==> src/rtl/dwi_pkg.sv <==
// Package: class and unit encodings shared by the issue stage.
// Assumes 2-bit class codes and 3-bit unit codes as listed in the brief.
package dwi_pkg;
    localparam logic [1:0] C_ALU = 2'd0;
    localparam logic [1:0] C_LSU = 2'd1;
    localparam logic [1:0] C_SFU = 2'd2;
    localparam logic [1:0] C_DP  = 2'd3;

    localparam logic [2:0] U_CG0 = 3'd0;
    localparam logic [2:0] U_CG1 = 3'd1;
    localparam logic [2:0] U_LSU = 3'd2;
    localparam logic [2:0] U_SFU = 3'd3;
    localparam logic [2:0] U_DP  = 3'd4;

    localparam int BZ_CG0 = 0;
    localparam int BZ_CG1 = 1;
    localparam int BZ_LSU = 2;
    localparam int BZ_SFU = 3;
    localparam int BZ_W   = 4;
endpackage

==> src/rtl/dwi_rr_pick.sv <==
// Module: rotating-priority picker. It returns the first set request at or
// after ptr, wrapping at N. Purely combinational.
// Assumes ptr < N.
module dwi_rr_pick #(
    parameter int N  = 24,
    parameter int IW = (N > 1) ? $clog2(N) : 1
) (
    input  logic [N-1:0]  req,
    input  logic [IW-1:0] ptr,
    output logic          any,
    output logic [IW-1:0] idx
);
    logic [IW:0] cand;

    // Scan from ptr upward and keep the first request found.
    always_comb begin
        any  = 1'b0;
        idx  = '0;
        cand = '0;
        for (int k = 0; k < N; k++) begin
            cand = {1'b0, ptr} + (IW+1)'(k);
            if (cand >= (IW+1)'(N)) cand = cand - (IW+1)'(N);
            if (!any && req[cand[IW-1:0]]) begin
                any = 1'b1;
                idx = cand[IW-1:0];
            end
        end
    end
endmodule

==> src/rtl/dwi_side.sv <==
// Module: one warp scheduler. It owns NS warp slots. It works out which
// slots are eligible (valid, ready, target unit free), picks one with a
// rotating pointer, and moves the pointer only when told its pick issued.
// Assumes the caller has already split the warps by parity; SIDE selects
// the core group that arithmetic uses.
module dwi_side
    import dwi_pkg::*;
#(
    parameter int NS   = 24,
    parameter int SIDE = 0,
    parameter int SW   = (NS > 1) ? $clog2(NS) : 1
) (
    input  logic            clk,
    input  logic            rst_n,
    input  logic [NS-1:0]   vld,
    input  logic [NS-1:0]   rdy,
    input  logic [2*NS-1:0] cls,
    input  logic [BZ_W-1:0] busy,
    input  logic            advance,
    output logic            has_pick,
    output logic [SW-1:0]   pick_slot,
    output logic [1:0]      pick_cls,
    output logic [2:0]      pick_unit
);
    localparam logic [2:0] U_ARITH = (SIDE == 0) ? U_CG0 : U_CG1;

    logic [NS-1:0] elig;
    logic [SW-1:0] ptr;

    // Map a class code to this side's target unit.
    function automatic logic [2:0] unit_of(input logic [1:0] c);
        case (c)
            C_ALU:   unit_of = U_ARITH;
            C_LSU:   unit_of = U_LSU;
            C_SFU:   unit_of = U_SFU;
            default: unit_of = U_DP;
        endcase
    endfunction

    // True when the unit group(s) behind a unit code are free.
    function automatic logic unit_free(input logic [2:0] u, input logic [BZ_W-1:0] b);
        case (u)
            U_CG0:   unit_free = !b[BZ_CG0];
            U_CG1:   unit_free = !b[BZ_CG1];
            U_LSU:   unit_free = !b[BZ_LSU];
            U_SFU:   unit_free = !b[BZ_SFU];
            default: unit_free = !b[BZ_CG0] && !b[BZ_CG1];
        endcase
    endfunction

    for (genvar i = 0; i < NS; i++) begin : g_elig
        // Per-slot eligibility: valid, ready and target unit free.
        always_comb elig[i] = vld[i] && rdy[i] && unit_free(unit_of(cls[2*i +: 2]), busy);
    end

    dwi_rr_pick #(.N(NS), .IW(SW)) u_pick (
        .req (elig),
        .ptr (ptr),
        .any (has_pick),
        .idx (pick_slot)
    );

    // Class and unit of the chosen slot.
    always_comb begin
        pick_cls  = cls[2*pick_slot +: 2];
        pick_unit = unit_of(pick_cls);
    end

    // Pointer moves to one past the issued slot; it holds on a stall.
    always_ff @(posedge clk) begin
        if (!rst_n)
            ptr <= '0;
        else if (advance)
            ptr <= (pick_slot == SW'(NS-1)) ? '0 : pick_slot + SW'(1);
    end

    p_adv_needs_pick_r2: assert property (@(posedge clk) disable iff (!rst_n)
        advance |-> has_pick);
    p_ptr_hold_r5: assert property (@(posedge clk) disable iff (!rst_n)
        !advance |=> $stable(ptr));
endmodule

==> src/rtl/dual_warp_issue.sv <==
// Module: dual-issue warp issue stage. It splits the warps by ID parity
// over two schedulers, applies the pairing rules (double-precision issues
// alone, the even side wins a shared unit) and registers both grants.
// Assumes NUM_WARPS is even; unit_busy follows the dwi_pkg bit order.
module dual_warp_issue
    import dwi_pkg::*;
#(
    parameter int NUM_WARPS = 48,
    localparam int NS    = NUM_WARPS / 2,
    localparam int WID_W = $clog2(NUM_WARPS),
    localparam int SW    = (NS > 1) ? $clog2(NS) : 1
) (
    input  logic                   clk,
    input  logic                   rst_n,
    input  logic [NUM_WARPS-1:0]   warp_vld,
    input  logic [NUM_WARPS-1:0]   warp_rdy,
    input  logic [2*NUM_WARPS-1:0] warp_cls,
    input  logic [BZ_W-1:0]        unit_busy,
    output logic                   gnt0_vld,
    output logic [WID_W-1:0]       gnt0_warp,
    output logic [2:0]             gnt0_unit,
    output logic                   gnt1_vld,
    output logic [WID_W-1:0]       gnt1_warp,
    output logic [2:0]             gnt1_unit
);
    logic [NS-1:0]   ev_vld, ev_rdy, od_vld, od_rdy;
    logic [2*NS-1:0] ev_cls, od_cls;
    logic            e_has, o_has, e_go, o_go;
    logic [SW-1:0]   e_slot, o_slot;
    logic [1:0]      e_cls, o_cls;
    logic [2:0]      e_unit, o_unit;

    for (genvar i = 0; i < NS; i++) begin : g_split
        // Route warp 2i to the even side and warp 2i+1 to the odd side.
        always_comb begin
            ev_vld[i]        = warp_vld[2*i];
            ev_rdy[i]        = warp_rdy[2*i];
            ev_cls[2*i +: 2] = warp_cls[4*i +: 2];
            od_vld[i]        = warp_vld[2*i+1];
            od_rdy[i]        = warp_rdy[2*i+1];
            od_cls[2*i +: 2] = warp_cls[4*i+2 +: 2];
        end
    end

    dwi_side #(.NS(NS), .SIDE(0), .SW(SW)) u_even (
        .clk(clk), .rst_n(rst_n), .vld(ev_vld), .rdy(ev_rdy), .cls(ev_cls),
        .busy(unit_busy), .advance(e_go), .has_pick(e_has),
        .pick_slot(e_slot), .pick_cls(e_cls), .pick_unit(e_unit)
    );

    dwi_side #(.NS(NS), .SIDE(1), .SW(SW)) u_odd (
        .clk(clk), .rst_n(rst_n), .vld(od_vld), .rdy(od_rdy), .cls(od_cls),
        .busy(unit_busy), .advance(o_go), .has_pick(o_has),
        .pick_slot(o_slot), .pick_cls(o_cls), .pick_unit(o_unit)
    );

    // Pairing rules: even always goes; odd yields to any DP or a shared unit.
    always_comb begin
        e_go = e_has;
        o_go = o_has && !(e_has && (e_cls == C_DP || o_cls == C_DP || e_unit == o_unit));
    end

    // Register both grant ports.
    always_ff @(posedge clk) begin
        if (!rst_n) begin
            gnt0_vld  <= 1'b0;
            gnt0_warp <= '0;
            gnt0_unit <= '0;
            gnt1_vld  <= 1'b0;
            gnt1_warp <= '0;
            gnt1_unit <= '0;
        end else begin
            gnt0_vld  <= e_go;
            gnt0_warp <= e_go ? WID_W'({e_slot, 1'b0}) : '0;
            gnt0_unit <= e_go ? e_unit : '0;
            gnt1_vld  <= o_go;
            gnt1_warp <= o_go ? WID_W'({o_slot, 1'b1}) : '0;
            gnt1_unit <= o_go ? o_unit : '0;
        end
    end

    p_dp_unpaired_r3: assert property (@(posedge clk) disable iff (!rst_n)
        (gnt0_vld && gnt1_vld) |-> (gnt0_unit != U_DP && gnt1_unit != U_DP));
    p_port_parity0_r4: assert property (@(posedge clk) disable iff (!rst_n)
        gnt0_vld |-> !gnt0_warp[0]);
    p_port_parity1_r4: assert property (@(posedge clk) disable iff (!rst_n)
        gnt1_vld |-> gnt1_warp[0]);
    p_no_shared_unit_r5: assert property (@(posedge clk) disable iff (!rst_n)
        (gnt0_vld && gnt1_vld) |-> (gnt0_unit != gnt1_unit));
    p_lsu_busy0_r6: assert property (@(posedge clk) disable iff (!rst_n)
        (gnt0_vld && gnt0_unit == U_LSU) |-> !$past(unit_busy[BZ_LSU]));
    p_lsu_busy1_r6: assert property (@(posedge clk) disable iff (!rst_n)
        (gnt1_vld && gnt1_unit == U_LSU) |-> !$past(unit_busy[BZ_LSU]));
    p_sfu_busy0_r6: assert property (@(posedge clk) disable iff (!rst_n)
        (gnt0_vld && gnt0_unit == U_SFU) |-> !$past(unit_busy[BZ_SFU]));
    p_sfu_busy1_r6: assert property (@(posedge clk) disable iff (!rst_n)
        (gnt1_vld && gnt1_unit == U_SFU) |-> !$past(unit_busy[BZ_SFU]));
    p_odd_dp_alone_r7: assert property (@(posedge clk) disable iff (!rst_n)
        (gnt1_vld && gnt1_unit == U_DP) |-> !gnt0_vld);
endmodule

==> config.mk <==
export PLATFORM = sky130hd
export DESIGN_NAME = dual_warp_issue
export DESIGN_NICKNAME = d
export VERILOG_FILES = /design/src/rtl/dwi_pkg.sv /design/src/rtl/dwi_rr_pick.sv /design/src/rtl/dwi_side.sv /design/src/rtl/dual_warp_issue.sv
export SDC_FILE = /design/constraint.sdc
export NUM_CORES = 1
export LEC_CHECK = 0
export ABC_AREA = 1
export BUFFER_PORTS_ARGS = -buffer_cell sky130_fd_sc_hd__buf_2
export CORE_AREA = 4 4 207 209
export CTS_CLUSTER_DIAMETER = 40
export DETAILED_ROUTE_END_ITERATION = 8
export DIE_AREA = 0 0 211 213
export PLACE_DENSITY_LB_ADDON = 0.1
export SETUP_SLACK_MARGIN = 0.3
export SLEW_MARGIN = 10
export SYNTH_ARGS = -nofsm -noshare
export SYNTH_HDL_FRONTEND = slang
export SYNTH_SLANG_ARGS = --single-unit
==> constraint.sdc <==
create_clock -name clk -period 13.8 [get_ports clk]
set_input_delay 2.07 -clock clk [delete_from_list [all_inputs] [get_ports clk]]
set_output_delay 2.07 -clock clk [all_outputs]
set_load 0.01 [all_outputs]
# Word level (Yosys, flattened, before mapping)
# Cells that the tools add are included.
[word_totals]
memories = 0
output_inout_bits = 20
input_bits = 198
reg_bits = 30
word_cells = 1092
mem_bits_ro = 0
ram_bits = 0
latch_bits = 0
[op_classes]
div = 0
n_reduce_logical = 298
n_shift = 2
add_sub_neg = 96
mul = 0
bitwise = 0
muxes = 341
n_lt_le_gt_ge = 96
n_eq_ne = 249
[ops]
columns = ["op", "n"]
rows = [
  ["5-bit 2-to-1 mux", 98],
  ["3-bit case mux with 3 select lines", 50],
  ["3-bit by 2-bit == test with 1-bit output, second input constant", 96],
  ["5-bit by 6-bit < comparator with 1-bit output, second input constant", 48],
  ["6-bit by 5-bit greater-or-equal comparator with 1-bit output, second input constant", 46],
  ["1-bit binary-select mux with 5-bit select", 48],
  ["5-bit subtractor, second input constant", 48],
  ["1-bit case mux with 4 select lines", 48],
  ["1-bit logical AND", 145],
  ["3-bit by 1-bit == test with 1-bit output, second input constant", 48],
  ["3-bit logical NOT", 48],
  ["2-bit == test, second input constant", 52],
  ["2-bit by 1-bit == test with 1-bit output, second input constant", 50],
  ["2-bit logical NOT", 50],
  ["1-bit 2-to-1 mux", 97],
  ["5-bit by 4-bit adder with 6-bit output, second input constant", 16],
  ["5-bit by 5-bit adder with 6-bit output, second input constant", 16],
  ["48-bit by 7-bit variable part select with 2-bit output", 2],
  ["1-bit logical NOT", 51],
  ["5-bit by 3-bit adder with 6-bit output, second input constant", 8],
  ["5-bit by 2-bit adder with 6-bit output, second input constant", 4],
  ["5-bit by 1-bit adder with 6-bit output, second input constant", 2],
  ["5-bit by 1-bit adder with 5-bit output, second input constant", 2],
  ["5-bit == test, second input constant", 2],
  ["4 further kinds", 7],
]

# Depth between registers and ports, before layout
# Gate-level depths: netlist (run 1).
[depth]
depth_word = 86
depth_mapped = 55
depth_no_buf = 53

# Hierarchy
# Synthesis (run 1) repeated with hierarchy kept, for this count alone.
[unflattened]
cells_unflattened = 2630
hier_area_um2 = 14166.1
[modules_own_cells]
columns = ["mod", "area_each_um2", "cells_each", "n_inst", "seq_area_each_um2"]
rows = [
  ["dwi_rr_pick", 4471.8, 884, 2, 0.0],
  ["dwi_side at u_even", 2931.6, 460, 1, 100.1],
  ["dwi_side at u_odd", 1691.6, 328, 1, 100.1],
  ["dual_warp_issue", 599.3, 74, 1, 360.3],
]

# Least setup slack after synthesis (run 1)
# Ideal clock, no wire load.
[synth_timing]
kind = "input -> register"
from = "input unit_busy[1]"
to = "register u_odd.ptr[0]"
setup_ns = 0.114
slack_ns = 6.820
arrival_ns = 6.865
stages = 52
required_ns = 13.686
cell_sequence = "buf_4 > nor2_4 > buf_6 > inv_2 > buf_6 > nand2_1 > nand4_1 > nand2_1 > nand2_1 > nand2_1 > o21ai_1 > inv_1 > nand2_1 > o21ai_1 > nand3_1 > o211ai_1 > inv_2 > nand2_2 > [... 16 more ...] > buf_6 > o211ai_1 > nand3_1 > nand3_1 > nand2_1 > nand2_1 > inv_2 > ha_1 > inv_1 > o21ai_0 > a21oi_1 > nand3_1 > nand2_1 > nand2_2 > nand2_4 > nand2_1 > nand2_1 > nor2_2"
[synth_via]
elab_chain_cells = 84
word_cells_on_any_way = 403
classes_between = "add/sub: 1; eq/ne: 8; shift: 2; mux: 243; reduce/logical: 149"
[synth_lines]
columns = ["item", "line", "text"]
rows = [
  ["start: declaration", "dual_warp_issue.sv:18", "input logic [BZ_W-1:0] unit_busy,"],
  ["1-bit logical NOT (*)", "dwi_side.sv:44, dwi_side.sv:47", ""],
  ["1-bit logical AND", "dwi_side.sv:47", "default: unit_free = !b[BZ_CG0] && !b[BZ_CG1];"],
  ["1-bit case mux with 4 select lines", "dwi_side.sv:42", "case (u)"],
  ["1-bit logical AND", "dwi_side.sv:53", "always_comb elig[i] = vld[i] && rdy[i] && unit_free(unit_of(cls[2*i +: 2]), busy);"],
  ["1-bit binary-select mux with 5-bit select", "dwi_rr_pick.sv:23", "if (!any && req[cand[IW-1:0]]) begin"],
  ["1-bit 2-to-1 mux (implied by the code)", "dwi_rr_pick.sv:23", ""],
  ["1-bit 2-to-1 mux", "dwi_rr_pick.sv:23", ""],
  ["1-bit logical NOT", "dwi_rr_pick.sv:23", ""],
  ["[... 69 more ...]", "n/a", ""],
  ["2-bit == test (tied with other cells)", "dwi_side.sv:32", "case (c)"],
  ["3-bit case mux with 3 select lines (*)", "dwi_side.sv:32", ""],
  ["named net e_unit[1]", "dual_warp_issue.sv:31", "logic [2:0] e_unit, o_unit;"],
  ["3-bit == test (*)", "dual_warp_issue.sv:60", "o_go = o_has && !(e_has && (e_cls == C_DP || o_cls == C_DP || e_unit == o_unit));"],
  ["1-bit logical OR (*)", "dual_warp_issue.sv:60", ""],
  ["1-bit logical AND (*)", "dual_warp_issue.sv:60", ""],
  ["1-bit logical NOT (*)", "dual_warp_issue.sv:60", ""],
  ["1-bit logical AND (*)", "dual_warp_issue.sv:60", ""],
  ["end signal: assignment", "dwi_side.sv:74", "ptr <= (pick_slot == SW'(NS-1)) ? '0 : pick_slot + SW'(1);"],
  ["end: declaration", "dwi_side.sv:28", "logic [SW-1:0] ptr;"],
]
# The timed path passes the listed nets; every way through them passes the cells marked *. The select of a mux whose other input is x is not followed.
# A chain may end at the register's enable or synchronous reset.

# Worst setup path after layout (run 1)
# Same ends and word-level chain as after synthesis.

==> results of run 1 <==
## layout by cell type, fill, tap and decap left out, types with 13 or more instances in the layout
cell type / n
mux2i_1: 14
nand2_2: 15
o21ai_0: 176
nand4_1: 65
a31oi_1: 14
ha_1: 152
buf_4: 16
nor2_1: 196
o211ai_1: 18
nand2_1: 844
a21oi_1: 109
nand3b_1: 22
inv_1: 356
xor2_1: 43
inv_2: 34
nor2_2: 13
nand3_1: 300
dfxtp_1: 28
o21ai_1: 27
buf_2: 216
## cell families (layout without fill, tap and decap cells)
| group | Yosys count | after routing | synth area share [%] |
|---|---|---|---|
| other | 1 | 1 | 0.0263 |
| and+or+nand+nor | 1529 | 1529 | 48.2 |
| AOI/OAI and AO/OA | 405 | 405 | 16.0 |
| DFF | 28 | 28 | 3.93 |
| buffers and inverters | 478 | 634 | 13.9 |
| muxes | 16 | 16 | 1.14 |
| adders and majority gates | 152 | 152 | 13.3 |
| xor gates and xnor gates | 52 | 52 | 3.48 |
## flip-flops by register name, indices dropped and copies added, names as in the netlist
register and cells:
gnt0_vld 1, gnt0_warp 5, gnt1_warp 5, gnt1_unit 3
gnt0_unit 3, gnt1_vld 1, u_odd.ptr 5, u_even.ptr 5
## worst max-delay path, delay by kind of cell
family                     cells  cell delay (ns)
AOI/OAI and AO/OA              5             0.99
muxes                          1             0.31
buffers and inverters          6             1.01
adders and majority gates      1             0.28
and+or+nand+nor               28             4.34
## final timing paths
check                                   from                    endpoint
hold reg to reg   u_even.ptr[3]$_SDFFE_PN0P_  u_even.ptr[3]$_SDFFE_PN0P_
setup / recovery                unit_busy[1]   u_odd.ptr[0]$_SDFFE_PN0P_
hold / removal    u_even.ptr[3]$_SDFFE_PN0P_  u_even.ptr[3]$_SDFFE_PN0P_
setup reg to reg  u_even.ptr[0]$_SDFFE_PN0P_   u_odd.ptr[0]$_SDFFE_PN0P_
## area by class of cell
type | instances | share of cell area (%)
well taps | 532 | 4.22
flip-flops and latches | 28 | 3.56
clock inverters | 1 | 0.191
clock buffers | 3 | 0.476
repair buffers | 232 | 7.62
multi-input cells | 2155 | 74.4
inverters | 398 | 9.51
## per-layer routing
layer	GRT usage, %	wire [um]
met5	0	0
met4	3.87	967
met3	2.15	4370
met2	42.2	27200
met1	40.3	30200
## metrics by stage
| stage | instances | cell area, sq um |
|---|---|---|
| after global routing | 3349 | 15800 |
| after floorplan | 2661 | 14300 |
| after CTS | 3349 | 15800 |
| after detailed placement | 3345 | 15700 |
| after global placement | 3345 | 15700 |
| final | 3349 | 15800 |
==> reports/qor.txt, run 1 <==
Root Driver -> clkbuf_16
Critical path's slowest cell -> nor2_4
Initial antenna violation count -> 0
Congestion Overflow GR -> 0
Via count -> 18.0k
GR Util All Layers -> 26.7%
Max Fclk -> 112 MHz
Fin Setup TNS -> 0 ns
Cell area after synthesis -> 14,300 sq um
Via density -> 5.37
Synth async-reset ratio -> 0%
Synthesized Nets -> 3,011
Synth area leaders -> nand2_1 (22%), ha_1 (13%), nand3_1 (11%)
Starting Density -> 34.9%
Port Buffers -> 216
Post CTS Setup Buffer Count -> 0
DR iter-0 viols -> 1,674
DRT antenna net count -> 0
Fin. Hold Viols -> 0
Worst Hold Depth -> 3
Hold/Removal Path Class -> register to register
Top post-synthesis cells by count -> nand2_1 (844), inv_1 (356), nand3_1 (300)
Global placement routability congestion -> 1.00
Layout cells sized above 1 -> 13.0%
Multi-input logic area -> 11,700 sq um
Critical path fanouts, max -> 37
Final setup vio count -> 0
Row count -> 74
DRC violations left -> 0
Layout Utilization -> 38.6%
Max-slew headroom -> 16.4%
Slew @ Worst Pin -> 1.25 ns
Final setup skew -> 0.00637 ns
Top-count cell post-synth -> nand2_1
R2R depth -> 42
Routed WL per cell -> 18.7 um
Crit path DAT -> 9.06 ns
Crit-path most repeated cell -> nand2_1
Unrepaired setup endpoints after global routing -> false
DRT Pass-1 Iters -> 6
Core area -> 40,800 sq um
Clock transition at the registers of the reported paths -> 0.07 ns
Synth Instances -> 2,661
TritonCTS Buffers -> 3
Max-Cap Viols -> 0
Post-synth EDFFs -> 0
Worst-skew pair later-pin latency -> 0.27 ns
Synth Flop Type -> dfxtp_1
Status -> complete, no violations
Ant. Diodes -> 0
CTS Hold Bufs -> 0
Netlist cell types -> 66
Final WS setup -> 4.91 ns
Crit end category -> register
Seq/Total Area, Yosys -> 3.93%
CP required -> 13.96 ns
CTS Buffer Depth -> 2
# fillers -> 4,643
Global-route wire length before repair -> 95,300 um
Total clock sinks -> 28
Setup Crit Path Kind -> input port to register
Minimum clock period -> 8.89 ns
Die Area -> 44,900 sq um
Leading area contributor after synthesis -> nand2_1
Fin. max-slew vios -> 0
R2R Setup Slk -> 5.02 ns
Yosys reg bits -> 28
CTS tree -> yes
Startpoint types -> input port
Critical Path Max Stage Delay -> 0.63 ns
Tcrit/Tclk final -> 64.4%
IO Pins -> 218
Pre-CTS WS -> 4.69 ns
Chip Height -> 213 um
Synth top area share -> 22.2%
Final nets -> 3,168
# H-tree levels -> 1
Area Growth Syn to Fin -> 10.5%
Hold WS -> 0.707 ns
Pin count of the biggest net entering global routing -> 44
Wirelength, routed -> 62,700 um
Vias in the first global route -> 16.6k
Synth Area per Inst -> 5.36 sq um
Post-detail-place hpwl -> 51,400 um
Die width -> 211 um
Post_cts resized -> 0
FF+latch area -> 561 sq um
Total of warnings raised by yosys -> 0
Power of run 1 is left out: the tool's default activity adds up to more than one toggle a clock period on the data nets, which glitch-free logic cannot reach.
==> run 2, diff against run 1 <==
- ABC_AREA: 1 -> 0
- CORE_AREA: 4 4 207 209 -> 4 4 220 222
- DIE_AREA: 0 0 211 213 -> 0 0 224 226
- clock period: 13.8 -> 8.6 ns (I/O delays scaled with it)
==> run 2 against run 1 <==
Effect of this change: final cell count is 11% lower; routed wire length is 23% higher; core utilization is 3.0 points higher; synthesized area is 13% higher; clock skew is 0.0012 ns lower; hold slack worse by 0.11 ns; register-to-register slack worse by 4.4 ns; largest cell class unchanged; flip-flop and latch count stayed put; synthesized cell count is 20% lower.
==> reports/qor.txt, run 2 <==
Status -> complete, no violations
Synth area leaders -> ha_1 (12%), mux4_2 (12%), mux2i_1 (6.3%)
Top post-synthesis cells by count -> nand2_1 (192), nor2_1 (153), ha_1 (152), o21ai_0 (152), a21oi_1 (103)
DR iter-0 viols -> 1,863
GR Util met2 -> 50.8%
Total clock sinks -> 28
Post-detail-place hpwl -> 62,400 um
Synth top area share -> 11.9%
Synth Flop Type -> dfxtp_1
Yosys reg bits -> 28
CP required -> 8.80 ns
Vias in the first global route -> 18.2k
Synth Area per Inst -> 7.57 sq um
Fin. max-slew vios -> 0
Max Fclk -> 123 MHz
Wirelength, routed -> 77,400 um
Synthesized Nets -> 2,469
CTS tree -> yes
Slew @ Worst Pin -> 1.13 ns
Max-slew headroom -> 24.5%
Congestion Overflow GR -> 0
Clock transition at the registers of the reported paths -> 0.08 ns
Synth async-reset ratio -> 0%
Die width -> 224 um
Setup Crit Path Kind -> input port to register
Critical Path End -> u_odd.ptr[2]$_SDFFE_PN0P_
Crit end category -> register
Most frequent cells in the layout -> buf_2 (216), nand2_1 (192), buf_4 (168)
DRC violations left -> 0
Via density -> 6.43
# H-tree levels -> 1
Unrepaired setup endpoints after global routing -> true
Seq/Total Area, Yosys -> 3.49%
Port Buffers -> 216
Pin count of the biggest net entering global routing -> 53
Area Growth Syn to Fin -> 20.1%
Global placement routability congestion -> 1.05
Crit path DAT -> 8.36 ns
Post-Synth Simple-Gate Area -> 21.7%
DRT antenna net count -> 0
Final nets -> 2,735
Mux cell area share after synthesis -> 20.4%
Adder-cell share of the synthesized area -> 11.9%
Worst r2r src -> u_even.ptr[1]$_SDFFE_PN0P_
Post-synthesis compound-gate area fraction -> 32.3%
Max-Cap Viols -> 0
Top-count cell post-synth -> nand2_1
Post-synth EDFFs -> 0
GR Util All Layers -> 29.0%
CTS Buffer Depth -> 2
Initial antenna violation count -> 3
RR Endpoint -> u_odd.ptr[2]$_SDFFE_PN0P_
Leading area contributor after synthesis -> ha_1
Final setup skew -> 0.00517 ns
Row count -> 79
# fillers -> 4,798
Routed WL per cell -> 25.9 um
R2R depth -> 35
Layout Utilization -> 41.6%
Chip Height -> 226 um
Global-route wire length before repair -> 115,000 um
Worst-skew pair later-pin latency -> 0.27 ns
Main combinational cell family by area after synthesis -> compound AO/OA/AOI/OAI gates
Commonest non-fill, non-tap cell in the layout -> buf_2
CTS Hold Bufs -> 0
Final setup vio count -> 0
Critical path's slowest cell -> mux4_2
Core area -> 46,400 sq um
Global routing usage on met1 -> 37.0%
Total of warnings raised by yosys -> 0
Netlist cell types -> 102
Starting Density -> 34.6%
Met3 Usage GRT -> 1.96%
TritonCTS Buffers -> 3
Die Area -> 50,600 sq um
Root Driver -> clkbuf_16
Cell area after synthesis -> 16,000 sq um
Fin. Hold Viols -> 0
DRT Pass-1 Iters -> 8
Busiest grt layer -> met2
R2R Setup Slk -> 0.60 ns
Layout cells sized above 1 -> 26.3%
Crit-path most repeated cell -> buf_4
Startpoint types -> input port
IO Pins -> 218
Critical Path Max Stage Delay -> 0.55 ns
Critical path launch point -> warp_cls[40]
Synth Instances -> 2,119
Minimum clock period -> 8.16 ns
Tcrit/Tclk final -> 94.8%
XOR/XNOR Fraction of Synth Area -> 4.16%
Via count -> 19.3k
Hold/Removal Path Class -> register to register
Critical path fanouts, max -> 8
[run 2: worst min-delay path by stage]
stage               cells past startpoint                        end                      start
floorplan                               4  u_odd.ptr[2]$_SDFFE_PN0P_  u_odd.ptr[2]$_SDFFE_PN0P_
global placement                        1  u_odd.ptr[3]$_SDFFE_PN0P_  u_odd.ptr[3]$_SDFFE_PN0P_
detailed placement                      1  u_odd.ptr[3]$_SDFFE_PN0P_  u_odd.ptr[3]$_SDFFE_PN0P_
CTS                                     1  u_odd.ptr[3]$_SDFFE_PN0P_  u_odd.ptr[3]$_SDFFE_PN0P_
global route                            1  u_odd.ptr[3]$_SDFFE_PN0P_  u_odd.ptr[3]$_SDFFE_PN0P_
finish                                  1  u_odd.ptr[3]$_SDFFE_PN0P_  u_odd.ptr[3]$_SDFFE_PN0P_
[run 2: critical path: cells and delay by family]
kind	cells	cell delay [ns]
buffers and inverters	8	1.14
AO/OA/AOI/OAI	10	2.12
AND/OR/NAND/NOR	8	1.28
adder cells (fa/ha/maj)	2	0.54
multiplexers	4	1.80
XOR/XNOR	1	0.16
[run 2: cells by family (layout without fill, tap and decap cells)]
kind of cell             after synthesis  in the layout
multiplexers                         217            217
AND/OR/NAND/NOR                      687            687
other                                  1              4
adder cells (fa/ha/maj)              152            152
AO/OA/AOI/OAI                        722            722
buffers and inverters                239            504
XOR/XNOR                              73             73
flip-flops                            28             28
[run 2: layout make-up]
cell class	instances	area, sq um	area share [%]
clock inverter	1	30.0	0.156
inverter	104	393	2.04
multi-input combinational	1852	14900	77.1
tap	607	759	3.94
timing repair buffer	396	2570	13.4
antenna	3	7.51	0.0389
sequential	28	568	2.95
clock buffer	3	75.1	0.389
[run 2: through the flow]
stage | setup TNS, ns | hold slack, ns | cells | setup WS, ns | instance area (sq um)
6_report | 0 | 0.598 | 2994 | 0.444 | 19300
5_1_grt | 0 | 0.647 | 2993 | 0.256 | 19300
4_1_cts | 0 | 0.610 | 2981 | 0.318 | 18900
3_5_place_dp | -1.63 | 0.588 | 2977 | -0.247 | 18800
3_3_place_gp | -1.07 | 0.580 | 2977 | -0.198 | 18800
2_1_floorplan | 0 | 0.928 | 2119 | 0.434 | 16000
[run 2: repair_timing]
item | CTS | global route
resized for setup | 12 | 45
pin swaps | 0 | 14
setup buffers | 0 | 10
cloned | 0 | 0
endpoints found under the setup margin | 13 | 14
[run 2: per-layer routing]
layer,part of all wire (%),routed length (um),up-vias
met1,40,31100,9414
met5,0,0,-
met4,4.8,3730,0
met2,49,38000,860
met3,5.9,4600,176
li1,-,-,8804
Power of run 2 is left out for the same reason.
==> run 3, diff against run 2 <==
- CORE_AREA: 4 4 220 222 -> 3 3 219 221
- DIE_AREA: 0 0 224 226 -> 0 0 222 224
- HOLD_SLACK_MARGIN: default -> 0.05
==> run 3 against run 2 <==
Effect of this change: flip-flop and latch count unchanged; global-route usage increased by 0.51 points; via count increased by 0.72%; first-iteration DRC count decreased by 6.4%; routed wire length increased by 0.84%; core utilization increased by 0.31 points; critical path depth decreased by 5; register-to-register slack improved by 0.15 ns; clock-buffer cell count increased by 1; clock skew increased by 0.0042 ns; critical endpoint is now gnt1_warp[3]$_SDFF_PN0_.
==> reports/qor.txt, run 3 (same netlist as run 2, synthesis figures left out) <==
Die width -> 222 um
Slew @ Worst Pin -> 1.06 ns
Layout cells sized above 1 -> 27.1%
Commonest non-fill, non-tap cell in the layout -> buf_2
Layout Utilization -> 41.9%
Fin. Hold Viols -> 0
Die Area -> 49,700 sq um
IO Pins -> 218
Final Non-Filler Cells -> 3,027
DRC violations left -> 0
Final nets -> 2,767
Vias in the first global route -> 18.3k
DRT Pass-1 Iters -> 6
Via count -> 19.4k
Hold/Removal Path Class -> register to register
Final WS setup -> 0.588 ns
CTS Buffer Depth -> 2
Crit end category -> register
Core area -> 46,400 sq um
Crit path DAT -> 8.14 ns
DRT antenna net count -> 0
Setup Crit Path Kind -> input port to register
Starting Density -> 34.6%
# fillers -> 4,803
CP required -> 8.73 ns
Critical path fanouts, max -> 25
Global-route wire length before repair -> 116,000 um
Chip Height -> 224 um
Row count -> 79
RR Endpoint -> gnt1_warp[3]$_SDFF_PN0_
Unrepaired setup endpoints after global routing -> false
Congestion Overflow GR -> 0
Tcrit/Tclk final -> 93.2%
Pre-CTS WS -> -0.0940 ns
Wirelength, routed -> 78,100 um
Startpoint types -> input port
DR iter-0 viols -> 1,743
Port Buffers -> 216
Via density -> 6.41
Post-detail-place hpwl -> 63,100 um
Area Growth Syn to Fin -> 21.0%
CTS tree -> yes
Most frequent cells in the layout -> buf_2 (220), buf_4 (196), nand2_1 (191)
TritonCTS Buffers -> 3
Max-slew headroom -> 29.0%
Critical Path End -> gnt1_warp[3]$_SDFF_PN0_
Max Fclk -> 125 MHz
Final setup skew -> 0.00941 ns
Worst r2r src -> u_even.ptr[3]$_SDFFE_PN0P_
Pin count of the biggest net entering global routing -> 64
Total clock sinks -> 28
Status -> complete, no violations
Clock transition at the registers of the reported paths -> 0.08 ns
Critical path launch point -> unit_busy[3]
Minimum clock period -> 8.01 ns
Initial antenna violation count -> 6
Final setup vio count -> 0
R2R Setup Slk -> 0.75 ns
# H-tree levels -> 1
GR Util All Layers -> 29.5%
Fin Setup TNS -> 0 ns
Fin. max-slew vios -> 0
Worst-skew pair later-pin latency -> 0.27 ns
DP Cell Count -> 3,006
Global placement routability congestion -> 1.02
Root Driver -> clkbuf_16
Routed WL per cell -> 25.8 um
R2R depth -> 36
Max-Cap Viols -> 0
-- run 3: critical path, stage by stage --
cell	delay [ns]
clkbuf_4	0.31
buf_4	0.34
mux2i_1	0.13
o211ai_1	0.31
o22ai_1	0.22
mux4_2	0.62
nand3_1	0.13
o211ai_1	0.27
or3_1	0.53
nor4b_4	0.38
buf_4	0.23
nand4_1	0.12
a32oi_2	0.38
buf_12	0.21
mux2_2	0.33
o21ai_0	0.23
o211ai_1	0.16
o211ai_1	0.20
o21ai_0	0.19
ha_1	0.34
xor2_1	0.18
nor2_1	0.09
nand2_1	0.09
o41ai_4	0.40
buf_4	0.19
buf_4	0.10
buf_4	0.10
nor4_1	0.04
-- run 3: worst min path at each step --
stage / cells past startpoint / startpoint / slack (ns) / endpoint
6_report: 2 / u_even.ptr[4]$_SDFFE_PN0P_ / 0.47 / u_even.ptr[4]$_SDFFE_PN0P_
5_1_grt: 2 / u_even.ptr[4]$_SDFFE_PN0P_ / 0.49 / u_even.ptr[4]$_SDFFE_PN0P_
4_1_cts: 2 / u_even.ptr[4]$_SDFFE_PN0P_ / 0.46 / u_even.ptr[4]$_SDFFE_PN0P_
3_5_place_dp: 2 / u_even.ptr[4]$_SDFFE_PN0P_ / 0.45 / u_even.ptr[4]$_SDFFE_PN0P_
3_3_place_gp: 2 / u_even.ptr[4]$_SDFFE_PN0P_ / 0.45 / u_even.ptr[4]$_SDFFE_PN0P_
2_1_floorplan: 4 / u_odd.ptr[2]$_SDFFE_PN0P_ / 0.93 / u_odd.ptr[2]$_SDFFE_PN0P_
-- run 3: cell type report --
class	instances	area, sq um	area share, %
Multi-Input combinational cell	1852	14800	76.3
Timing Repair Buffer	428	2790	14.4
Tap cell	607	759	3.91
Sequential cell	28	566	2.91
Inverter	104	393	2.02
Clock buffer	4	88.8	0.457
Antenna cell	4	10.0	0.0515
-- run 3: through the flow --
step                cell area, sq um  hold slack (ns)
finish                         19400            0.472
global route                   19400            0.489
CTS                            19000            0.465
detailed placement             18900            0.454
global placement               18900            0.452
floorplan                      16000            0.928
-- run 3: repair_timing --
action | CTS | global route
gates resized for setup | 2 | 50
buffers inserted | 0 | 13
gates cloned | 0 | 0
pin swaps | 0 | 10
setup endpoints to repair | 5 | 14
hold buffers | 0 | 0
-- run 3: per-layer routing --
metal	track usage [%]	up-vias	part of all wire [%]
met2	52.7	792	49
li1	-	8874	-
met1	38.1	9598	41
met3	1.82	126	5.4
met5	0	-	0.015
met4	9.35	2	3.8
Power of run 3 is left out for the same reason.
